==> config.mk <==
export PLATFORM = sky130hd
export DESIGN_NAME = status_flag_unit
export DESIGN_NICKNAME = d
export VERILOG_FILES = /design/src/rtl/flagreg_pkg.sv /design/src/rtl/flag_status_calc.sv /design/src/rtl/flag_pack.sv /design/src/rtl/flag_word_reg.sv /design/src/rtl/status_flag_unit.sv
export SDC_FILE = /design/constraint.sdc
export NUM_CORES = 1
export LEC_CHECK = 0
export BUFFER_PORTS_ARGS = -buffer_cell sky130_fd_sc_hd__buf_2
export CAP_MARGIN = 20
export CORE_MARGIN = 3
export CORE_UTILIZATION = 40
export CTS_CLUSTER_DIAMETER = 150
export DETAILED_ROUTE_END_ITERATION = 10
export PLACE_DENSITY_LB_ADDON = 0.25
export SKIP_CTS_REPAIR_TIMING = 1
export SYNTH_ARGS = -nofsm -noshare
export SYNTH_HDL_FRONTEND = slang
export SYNTH_SLANG_ARGS = --single-unit
==> constraint.sdc <==
create_clock -name clk -period 2.99 [get_ports clk]
set_input_delay 0.4485 -clock clk [delete_from_list [all_inputs] [get_ports clk]]
set_output_delay 0.4485 -clock clk [all_outputs]
set_load 0.05 [all_outputs]
==> src/rtl/flagreg_pkg.sv <==
`timescale 1ns/1ps
package flagreg_pkg;

    localparam int FLAG_W = 16;

    // Bit positions of the packed flag word
    localparam int CF_BIT = 0;
    localparam int PF_BIT = 2;
    localparam int AF_BIT = 4;
    localparam int ZF_BIT = 6;
    localparam int SF_BIT = 7;
    localparam int TF_BIT = 8;
    localparam int IF_BIT = 9;
    localparam int DF_BIT = 10;
    localparam int OF_BIT = 11;

    typedef enum logic [1:0] {
        OP_LOGIC = 2'b00,
        OP_ADD   = 2'b01,
        OP_SUB   = 2'b10,
        OP_RSVD  = 2'b11
    } alu_op_e;

    typedef enum logic [1:0] {
        ACT_HOLD   = 2'b00,
        ACT_UPDATE = 2'b01,
        ACT_LOAD   = 2'b10
    } reg_act_e;

    typedef struct packed {
        logic of;
        logic sf;
        logic zf;
        logic af;
        logic pf;
        logic cf;
    } status_t;

    function automatic logic [FLAG_W-1:0] bit_at(input int pos);
        logic [FLAG_W-1:0] v;
        v = '0;
        v[pos] = 1'b1;
        return v;
    endfunction

    function automatic logic [FLAG_W-1:0] status_mask();
        return bit_at(CF_BIT) | bit_at(PF_BIT) | bit_at(AF_BIT) |
               bit_at(ZF_BIT) | bit_at(SF_BIT) | bit_at(OF_BIT);
    endfunction

    function automatic logic [FLAG_W-1:0] control_mask();
        return bit_at(TF_BIT) | bit_at(IF_BIT) | bit_at(DF_BIT);
    endfunction

endpackage

==> src/rtl/flag_status_calc.sv <==
`timescale 1ns/1ps
module flag_status_calc
    import flagreg_pkg::*;
#(
    parameter int WORD_W = 16,
    parameter int BYTE_W = 8
) (
    input  logic [WORD_W-1:0] result,
    input  logic              word_op,
    input  alu_op_e           op,
    input  logic              a_sign,
    input  logic              b_sign,
    input  logic              carry_in,
    input  logic              aux_carry_in,
    output status_t           st
);
    localparam int BYTE_MSB = BYTE_W - 1;
    localparam int WORD_MSB = WORD_W - 1;

    logic res_sign;
    logic is_arith;

    always_comb begin
        res_sign = word_op ? result[WORD_MSB] : result[BYTE_MSB];
        is_arith = (op == OP_ADD) || (op == OP_SUB);

        st.cf = is_arith & carry_in;
        st.af = is_arith & aux_carry_in;
        st.pf = ~^result[BYTE_MSB:0];
        st.zf = word_op ? (result == '0) : (result[BYTE_MSB:0] == '0);
        st.sf = res_sign;

        unique case (op)
            OP_ADD:  st.of = (a_sign == b_sign) && (res_sign != a_sign);
            OP_SUB:  st.of = (a_sign != b_sign) && (res_sign != a_sign);
            default: st.of = 1'b0;
        endcase
    end

endmodule

==> src/rtl/flag_pack.sv <==
`timescale 1ns/1ps
module flag_pack
    import flagreg_pkg::*;
(
    input  status_t           st,
    output logic [FLAG_W-1:0] status_word
);
    always_comb begin
        status_word         = '0;
        status_word[CF_BIT] = st.cf;
        status_word[PF_BIT] = st.pf;
        status_word[AF_BIT] = st.af;
        status_word[ZF_BIT] = st.zf;
        status_word[SF_BIT] = st.sf;
        status_word[OF_BIT] = st.of;
    end

endmodule

==> src/rtl/flag_word_reg.sv <==
`timescale 1ns/1ps
module flag_word_reg
    import flagreg_pkg::*;
(
    input  logic              clk,
    input  logic              rst_n,
    input  logic              upd_en,
    input  logic              load_en,
    input  logic [FLAG_W-1:0] load_word,
    input  logic [FLAG_W-1:0] status_word,
    output logic [FLAG_W-1:0] flags_q
);
    localparam logic [FLAG_W-1:0] STAT_MASK = status_mask();
    localparam logic [FLAG_W-1:0] CTL_MASK  = control_mask();
    localparam logic [FLAG_W-1:0] ALL_MASK  = STAT_MASK | CTL_MASK;

    reg_act_e          act;
    logic [FLAG_W-1:0] flags_d;

    // Action select: a load beats an update
    always_comb begin
        if (load_en)     act = ACT_LOAD;
        else if (upd_en) act = ACT_UPDATE;
        else             act = ACT_HOLD;
    end

    always_comb begin
        unique case (act)
            ACT_LOAD:   flags_d = load_word & ALL_MASK;
            ACT_UPDATE: flags_d = (flags_q & CTL_MASK) | (status_word & STAT_MASK);
            default:    flags_d = flags_q;
        endcase
    end

    always_ff @(posedge clk) begin
        if (!rst_n) flags_q <= '0;
        else        flags_q <= flags_d;
    end

    p_unused_zero_r2: assert property (@(posedge clk) disable iff (!rst_n)
        (flags_q & ~ALL_MASK) == '0);

    p_ctl_kept_r8: assert property (@(posedge clk) disable iff (!rst_n)
        !load_en |=> (flags_q & CTL_MASK) == $past(flags_q & CTL_MASK));

    p_load_wins_r10: assert property (@(posedge clk) disable iff (!rst_n)
        load_en |=> flags_q == $past(load_word & ALL_MASK));

    p_idle_hold_r11: assert property (@(posedge clk) disable iff (!rst_n)
        (!load_en && !upd_en) |=> $stable(flags_q));

endmodule

==> src/rtl/status_flag_unit.sv <==
`timescale 1ns/1ps
module status_flag_unit
    import flagreg_pkg::*;
#(
    parameter int WORD_W = 16,
    parameter int BYTE_W = 8
) (
    input  logic              clk,
    input  logic              rst_n,
    input  logic              upd_en,
    input  logic [1:0]        op_sel,
    input  logic              word_op,
    input  logic [WORD_W-1:0] result,
    input  logic              a_sign,
    input  logic              b_sign,
    input  logic              carry_in,
    input  logic              aux_carry_in,
    input  logic              load_en,
    input  logic [WORD_W-1:0] load_word,
    output logic [WORD_W-1:0] flags_out
);
    localparam int BYTE_MSB = BYTE_W - 1;
    localparam int WORD_MSB = WORD_W - 1;

    alu_op_e           op;
    status_t           st;
    logic [FLAG_W-1:0] status_word;

    assign op = alu_op_e'(op_sel);

    flag_status_calc #(.WORD_W(WORD_W), .BYTE_W(BYTE_W)) calc_i (
        .result       (result),
        .word_op      (word_op),
        .op           (op),
        .a_sign       (a_sign),
        .b_sign       (b_sign),
        .carry_in     (carry_in),
        .aux_carry_in (aux_carry_in),
        .st           (st)
    );

    flag_pack pack_i (
        .st          (st),
        .status_word (status_word)
    );

    flag_word_reg reg_i (
        .clk         (clk),
        .rst_n       (rst_n),
        .upd_en      (upd_en),
        .load_en     (load_en),
        .load_word   (load_word),
        .status_word (status_word),
        .flags_q     (flags_out)
    );

    p_logic_clears_r3: assert property (@(posedge clk) disable iff (!rst_n)
        (upd_en && !load_en && !op_sel[0] == !op_sel[1])
        |=> !flags_out[CF_BIT] && !flags_out[AF_BIT] && !flags_out[OF_BIT]);

    p_zero_size_r5: assert property (@(posedge clk) disable iff (!rst_n)
        (upd_en && !load_en) |=> flags_out[ZF_BIT] ==
            ($past(word_op) ? ($past(result) == '0) : ($past(result[BYTE_MSB:0]) == '0)));

    p_sign_size_r6: assert property (@(posedge clk) disable iff (!rst_n)
        (upd_en && !load_en) |=> flags_out[SF_BIT] ==
            ($past(word_op) ? $past(result[WORD_MSB]) : $past(result[BYTE_MSB])));

endmodule

==> flow_summary.ini <==
[run_status]
status = finished clean

[synthesis]
synthDominantCellAreaShare_pct = 26.0
synthMuxAreaShare_pct = 7.96
netlist-cell-type-count = 32
synthXorXnorAreaFrac_pct = 5.06
yosys.area.top_type = dfxtp_1
yosys_warnings = 0
syn_area_um2 = 692
synth-seq-cells = 9
synth_most_common_cell = inv_1
synth_compound_area_share_pct = 9.40
synth-main-ff-cell = dfxtp_1
synthSimpleGateAreaFrac_pct = 26.2
synth_area_leaders = dfxtp_1 (26%), ha_1 (9.0%), buf_4 (7.6%)
synthTopCellsByCount = inv_1 (10), dfxtp_1 (9), buf_4 (7), nor2b_1 (7), ha_1 (5)
synth-edff-count = 0
synthArstFlopShare_pct = 0
seq_area_frac_synth_pct = 26.0
synthAdderAreaFrac_pct = 9.04
avgSynthCellArea_um2 = 8.44
synth_top_family_by_area = simple AND/OR/NAND/NOR gates
synthCells = 82

[power]
vdd_ir_drop_max_mv = 0.361
internal-power_uw = 227
powerDensity_nw_per_um2 = 394
power_frac_clock_pct = 26.0
p_sw_uw = 132
power_uw = 358
seq_power_share_pct = 36.8
swShare_pct = 36.7
cellLeakagePower_uw = 0.000514
pwr-share-comb_pct = 37.2

[route]
route.met3.wl_um = 122
vias = 682
wl_um = 1460
wl_met1_um = 566
route.detailed.drc = 0
drtPass1Iterations = 4
wl_met2_um = 752
drt_iter0_drc = 5
drt-wirelength-per-cell_um = 10.4
ant_nets = 0
top_layer_used = met4
via_per_inst = 4.84

[setup_path]
worst_setup_path_end_kind = flip-flop
start_kind = primary input
worstPathArrival_ps = 1710
crit_fanout = 3
critPathRequiredTime_ps = 3190
criticalPathCategory = primary input to flip-flop

[die]
io_pins = 59
rows = 14
fp.dieW_um = 47.6
dieArea_um2 = 2260
start_util_pct = 44.4
core_um2 = 1560
die_height_um = 47.6

[finish]
utilization_pct = 58.4
regMostFlops = reg_i.flags_q
instances_no_fill = 141
diodes = 0
final_nets = 174
top_regs = reg_i.flags_q x9
syn2layout_area_growth_pct = 31.6
largest_reg_flops = 9
final_layout_size_suffix_gt1_share_pct = 39.2

[grt]
grt_usage_pct = 13.1
grt_pass1_wl_um = 2090
grt_overflow = 0
antenna_found_initial = 0
grt_pass1_vias = 519
grt_max_degree = 19

[sta]
fin_skew_ps = 0
maxSlewViolCount = 0
fin_crit_sh_pct = 50.4
setup_viol = 0
hold_viol_final = 0
setup-tns-final_ps = 0
fmax_mhz = 664
rsz0062_at_grt = no
period_needed_ps = 1510

[clock_network]
htree_levels = 1
clock_latency_ps = 260
cts_tree = yes
cts_root_buffer = clkbuf_4
clock_sinks = 9
clock_path_buffers = 2
numCtsBuffers = 3
path_clk_slew_ps = 60

[place]
place_congestion = 0.642
place_inst = 137
port_buffers = 44

[worst_hold_path]
min_path_type = primary input to flip-flop

[flow_run]
max_cap_violations = 0
through the flow:
| stage | cell area [um^2] | setup slack [ps] | hold WS, ps |
|---|---|---|---|
| after floorplan | 714 | 1430 | 587 |
| after global placement | 883 | 1290 | 495 |
| after detailed placement | 883 | 1240 | 506 |
| after CTS | 911 | 1490 | 409 |
| after global routing | 911 | 1410 | 438 |
| final | 911 | 1480 | 414 |
worst paths after layout:
| path | from | to | slack [ps] | cells after the start |
|---|---|---|---|---|
| min | load_word[7] | reg_i.flags_q[7] | 410 | 3 |
| min reg2reg | reg_i.flags_q[9] | reg_i.flags_q[9] | 520 | 2 |
| max reg2reg | reg_i.flags_q[4] | reg_i.flags_q[4] | 2140 | 2 |
| max | op_sel[0] | reg_i.flags_q[11] | 1480 | 6 |
critical path, stage by stage:
cell and delay, ps:
buf_2 70, inv_1 30, ha_1 320, nor3b_1 270, or4b_1 460, nand3_1 100
cell families after synthesis:
group,after synthesis
xor gates and xnor gates,4
muxes,5
other,1
and+or+nand+nor,28
buffers and inverters,21
DFF,9
AOI/OAI and AO/OA,9
adders and majority gates,5
power groups by stage:
stage               combinational (uW)  clock, uW  sequential (uW)
detailed placement                 134          0              135
floorplan                         74.0          0              165
CTS                                135       97.5              132
global placement                   132          0              135
global route                       146        104              133
finish                             133       93.2              132
layer usage:
layer | vias to the layer above | global-route usage (%)
met1 | 303 | 15.0
met5 | - | 0
met2 | 26 | 22.2
met3 | 2 | 6.02
li1 | 351 | -
met4 | 0 | 3.23
area by class of cell:
cell class / instances / area [um^2]
clock buffers: 3 / 22.5
well taps: 16 / 20.0
multi-input cells: 58 / 425
repair buffers: 44 / 220
clock inverters: 1 / 5.00
inverters: 10 / 37.5
flip-flops and latches: 9 / 180
fillers: 165 / 648
cells in the final DEF, fill, tap and decap left out, types with 2 or more instances in the layout:
master / n
and3b_1: 2
buf_2: 44
clkbuf_4: 3
conb_1: 7
dfxtp_1: 9
ha_1: 5
inv_1: 10
mux2i_1: 4
nand2_1: 2
nand2b_1: 3
nand3_1: 2
nor2b_1: 7
nor3b_1: 2
nor4_1: 2
o21ai_0: 3
o311a_1: 2
xnor2_1: 3
(Power assumes the default switching activity.)
